[src/rtl/ifu_pkg.sv]
package ifu_pkg;

  // Control outputs of the sequencer, one bit per job.
  typedef struct packed {
    logic addr_phase;  // drive address and enable memory
    logic capture;     // load instruction register, step pointer, restart
  } ifu_ctl_t;

endpackage

[src/rtl/ifu_sequencer.sv]
module ifu_sequencer
  import ifu_pkg::*;
#(
  parameter int NUM_STAGES = 2
) (
  input  logic     clk,
  input  logic     rst,
  input  logic     hold,
  output ifu_ctl_t ctl
);

  logic [NUM_STAGES-1:0] stages;
  logic                  armed;   // once-only start flag, feeds serial input

  always_ff @(posedge clk) begin
    if (rst || ctl.capture) begin
      stages <= '0;
      armed  <= 1'b1;
    end else if (!hold) begin
      stages <= {stages[NUM_STAGES-2:0], armed};
      armed  <= 1'b0;
    end
  end

  always_comb begin
    ctl.addr_phase = stages[0];
    ctl.capture    = stages[NUM_STAGES-1];
  end

  a_r6_single_token: assert property (@(posedge clk) disable iff (rst)
    $onehot0(stages));

  a_r6_armed_only_idle: assert property (@(posedge clk) disable iff (rst)
    armed |-> (stages == '0));

  a_r8_restart_after_capture: assert property (@(posedge clk) disable iff (rst)
    ctl.capture |=> (armed && stages == '0));

endmodule

[src/rtl/ifu_pointer.sv]
module ifu_pointer #(
  parameter int ADDR_W = 4
) (
  input  logic              clk,
  input  logic              rst,
  input  logic              step,
  output logic [ADDR_W-1:0] ip
);

  always_ff @(posedge clk) begin
    if (rst)       ip <= '0;
    else if (step) ip <= ip + 1'b1;
  end

  a_r4_wrap_to_zero: assert property (@(posedge clk) disable iff (rst)
    (step && ip == '1) |=> (ip == '0));

  a_r4_still_without_step: assert property (@(posedge clk) disable iff (rst)
    !step |=> $stable(ip));

endmodule

[src/rtl/ifu_ireg.sv]
module ifu_ireg #(
  parameter int DATA_W = 8
) (
  input  logic              clk,
  input  logic              rst,
  input  logic              load,
  input  logic [DATA_W-1:0] din,
  input  logic              ready,
  output logic [DATA_W-1:0] ir,
  output logic              valid
);

  always_ff @(posedge clk) begin
    if (rst) begin
      ir    <= '0;
      valid <= 1'b0;
    end else begin
      if (load) ir <= din;
      if (load)       valid <= 1'b1;
      else if (ready) valid <= 1'b0;
    end
  end

  a_r5_valid_after_load: assert property (@(posedge clk) disable iff (rst)
    load |=> valid);

  a_r7_hold_under_backpressure: assert property (@(posedge clk) disable iff (rst)
    (valid && !ready) |=> (valid && $stable(ir)));

endmodule

[src/rtl/ifetch_seq_unit.sv]
module ifetch_seq_unit
  import ifu_pkg::*;
#(
  parameter int ADDR_W        = 4,
  parameter int DATA_W        = 8,
  parameter int CAPTURE_STAGE = 1
) (
  input  logic              clk,
  input  logic              rst,
  output logic [ADDR_W-1:0] mem_addr,
  output logic              mem_addr_oe,
  output logic              mem_en_n,
  input  logic [DATA_W-1:0] mem_data,
  output logic [DATA_W-1:0] instr,
  output logic              instr_valid,
  input  logic              instr_ready
);

  localparam int NUM_STAGES = CAPTURE_STAGE + 1;

  ifu_ctl_t          ctl;
  logic [ADDR_W-1:0] ip;
  logic              stall;

  assign stall = instr_valid && !instr_ready;

  ifu_sequencer #(.NUM_STAGES(NUM_STAGES)) u_seq (
    .clk  (clk),
    .rst  (rst),
    .hold (stall),
    .ctl  (ctl)
  );

  ifu_pointer #(.ADDR_W(ADDR_W)) u_ptr (
    .clk  (clk),
    .rst  (rst),
    .step (ctl.capture),
    .ip   (ip)
  );

  ifu_ireg #(.DATA_W(DATA_W)) u_ir (
    .clk   (clk),
    .rst   (rst),
    .load  (ctl.capture),
    .din   (mem_data),
    .ready (instr_ready),
    .ir    (instr),
    .valid (instr_valid)
  );

  always_comb begin
    mem_addr_oe = ctl.addr_phase;
    mem_en_n    = ~ctl.addr_phase;
    mem_addr    = ctl.addr_phase ? ip : '0;
  end

  a_r2_single_address_cycle: assert property (@(posedge clk) disable iff (rst)
    mem_addr_oe |=> !mem_addr_oe);

  a_r2_enable_matches_bus: assert property (@(posedge clk) disable iff (rst)
    (mem_en_n == !mem_addr_oe));

  a_r7_no_fetch_while_stalled: assert property (@(posedge clk) disable iff (rst)
    stall |-> mem_en_n);

  a_r8_fetch_after_handshake: assert property (@(posedge clk) disable iff (rst)
    (instr_valid && instr_ready) |=> !mem_en_n);

endmodule

[config.mk]
export PLATFORM = sky130hd
export DESIGN_NAME = ifetch_seq_unit
export DESIGN_NICKNAME = d
export VERILOG_FILES = /design/src/rtl/ifu_pkg.sv /design/src/rtl/ifu_sequencer.sv /design/src/rtl/ifu_pointer.sv /design/src/rtl/ifu_ireg.sv /design/src/rtl/ifetch_seq_unit.sv
export SDC_FILE = /design/constraint.sdc
export NUM_CORES = 1
export LEC_CHECK = 0
export ABC_AREA = 1
export BUFFER_PORTS_ARGS = -buffer_cell sky130_fd_sc_hd__buf_4
export CORE_ASPECT_RATIO = 1.25
export CORE_MARGIN = 2
export CORE_UTILIZATION = 35
export DETAILED_ROUTE_END_ITERATION = 8
export GPL_TIMING_DRIVEN = 0
export PLACE_DENSITY = 0.76
export SETUP_SLACK_MARGIN = 0.15
export SLEW_MARGIN = 10
export SYNTH_ARGS = -nofsm -noshare
export SYNTH_HDL_FRONTEND = slang
export SYNTH_SLANG_ARGS = --single-unit
[constraint.sdc]
create_clock -name clk -period 0.9 [get_ports clk]
set_input_delay 0.045 -clock clk [delete_from_list [all_inputs] [get_ports clk]]
set_output_delay 0.045 -clock clk [all_outputs]
set_load 0.005 [all_outputs]
==> results.ini <==
[routing]
wl_per_cell_um = 13.0
drt_wl_total_mm = 1.90
drt_iter0_drc = 13
vias_per_cell = 4.79
routed-via-count = 700
ant_nets = 0
drtPass1Iterations = 4
drc = 0

[timing]
whs_ns = 0.0147
finalMaxSlewViolations = 0
finalHoldViolCount = 0
fin_ws_ns = -0.0442
maxSlewHeadroom_pct = 80.2
finalSetupViolCount = 5
worst_clock_skew_ns = 0.00165
clock.fmax_mhz = 1060
min_period_ns = 0.944
tightest_slew_ns = 0.298
tns_ns = -0.123
rsz0062_at_grt = true
fin_crit_sh_pct = 105

[critical_path]
critPathMaxStageDelay_ns = 0.40
crit_buf_inv = 2
end_kind = output port
cp_slowest_cell = dfxtp_4
critPathRequiredTime_ns = 0.85
worstSetupPathType = reg -> out
cp_cell_sequence = nand2_1, inv_1, buf_6
cp.depth = 3
cp.arrival_ns = 0.90
critical_path.top_delay_family = flip-flops
crit_path_max_fanout = 7
critPathLaunchType = register
rr_worst_depth = 5

[die]
dieArea_um2 = 2100
boundaryPins = 26
die_x_um = 41.4
die-height_um = 50.7
initial_core_util_pct = 38.1
fp-row-count = 16
core_region_area_um2 = 1600

[layout]
fill_cells = 103
fin_nets = 141
regArea_um2 = 350
diodes = 0
multi_input_area_um2 = 342
final_cells = 146
final_cell_area_um2 = 1200
area_delta_synth_final_pct = 96.7
fin_util_pct = 75.0
post_route_cells_drive_above_1_share_pct = 62.5

[global_routing]
grt_max_degree = 11
grt_pass1_wl_mm = 2.95
grtUsageTotal_pct = 20.9
grt_overflow = 0
grt_pass1_vias = 698
grt_antenna_before_repair = 0

[clocking]
cts_buffers = 3
cts_root_buf = clkbuf_4
insertion_delay_ns = 0.30
clk_path_buf_depth = 2
cts.sinks = 16
cts_max_level = 1
cts_tree = done
clk_pin_slew_worst_paths_ns = 0.10

[placed_design]
place_hpwl_um = 949
dpl.cell_count = 125
placed_area_um2 = 841
gp_congestion = 0.661
port_buffers = 25
pre_cts_ws_ns = 0.0836

[logic_synthesis]
mappedNetlistArea_um2 = 611
synth.largest_area_cell = dfxtp_1
synth-async-reset-ratio_pct = 0
synth_ff_type = dfxtp_1
seq_area_frac_synth_pct = 52.5
avgSynthCellArea_um2 = 7.45
synth_warnings = 0
ys_top_cells_by_count = nor2_1, dfxtp_1, nand2_1, o21ai_0, inv_1
synthTopCellsByArea = dfxtp_1, nor2_1, nand2_1, o21ai_0, inv_1
synth_seq_cells = 16
synthCells = 82
yosysTopAreaCellShare_pct = 52.5
synth_nets = 94
synth_edf_count = 0
synth.distinct_cells = 13
synth_most_common_cell = nor2_1

[power]
netSwitchingPower_mw = 0.433
power_mw = 1.62
power_density_nw_per_um2 = 1350
leakage_nw = 0.578
clock_power_share_pct = 31.2
switching_share_pct = 26.7
p_int_mw = 1.19
sequentialPowerShare_pct = 49.6
combPwrFrac_pct = 19.2
vdd_drop_max_v = 0.00111

[worst_hold_path]
min_path_cells = 4
hp-class = in -> reg

[run]
maxCapViolations = 0

[outcome]
violations = negative setup slack
outcome = finished, violations left

-- final timing paths --
kind,start,end,slack [ns]
worst max-delay path,u_seq.stages[0],mem_addr[1],-0.04
worst min-delay path,rst,u_ptr.ip[0],0.01
worst max register to register,u_seq.stages[1],u_ptr.ip[3],0
worst min register to register,u_seq.armed,u_seq.armed,0.46
-- layout make-up --
class / count / share of cell area (%)
buffer: 2 / 1.35
timing repair buffer: 42 / 32.7
inverter: 9 / 3.44
sequential: 16 / 29.2
multi-input combinational: 55 / 28.4
tap: 18 / 1.88
clock buffer: 4 / 3.02
-- layer usage --
layer	routed length [µm]	track usage, %	up-vias
li1	-	-	347
met1	696	22.6	323
met2	1060	37.5	27
met3	124	4.42	3
met4	16	6.45	0
met5	0	0	-
-- registers in the layout, summed over array words and instances, names as in the netlist --
name / count
u_seq.armed: 1
u_ir.ir: 8
u_ir.valid: 1
u_ptr.ip: 4
u_seq.stages: 2
-- what timing repair did --
item	4_1_cts	5_1_grt
setup endpoints to repair	27	31
endpoints found under the hold margin	10	0
pin swaps	9	6
hold buffers	9	0
gates resized for setup	47	19
cloned	1	0
buffers inserted	5	2
-- cells by family (layout without fill, tap and decap cells) --
| group | Yosys count | count (layout) | share of synthesized area (%) |
|---|---|---|---|
| AOI/OAI and AO/OA | 14 | 14 | 12.1 |
| DFF | 16 | 16 | 52.5 |
| and+or+nand+nor | 40 | 40 | 25.2 |
| adders and majority gates | 1 | 1 | 2.05 |
| buffers and inverters | 11 | 57 | 8.20 |
-- worst register-to-register path, stage by stage, from the launching register on --
cell and delay, ns:
dfxtp_4 0.47, nand2_4 0.08, nor2_4 0.12, nand2_1 0.05, nand2_1 0.05, nor2_1 0.04
-- power by group through the flow --
stage,sequential [mW],combinational [mW],clock (mW)
6_report,0.802,0.310,0.505
5_1_grt,0.809,0.336,0.535
4_1_cts,0.796,0.277,0.484
3_5_place_dp,0.802,0.178,0
3_3_place_gp,0.801,0.173,0
2_1_floorplan,0.799,0.0737,0
-- cells in the final DEF, fill, tap and decap left out --
cell type,Yosys,routed
clkbuf_2,1,1
ha_4,0,1
dlymetal6s4s_1,0,1
o21ai_2,0,6
dfxtp_1,16,2
nand2_1,15,8
nand2_4,0,1
clkbuf_4,0,3
o21ai_1,0,1
a21oi_2,1,3
o21ai_0,10,2
inv_2,1,4
nor2_4,0,3
buf_4,0,19
inv_8,0,1
clkbuf_8,0,1
o21ai_4,0,1
dfxtp_4,0,5
nand2_2,0,6
dlygate4sd3_1,0,8
a21oi_1,3,1
buf_6,1,15
dfxtp_2,0,9
nand3_2,0,1
inv_1,8,4
nor2_1,23,21
Power figures use the tool's default switching activity.
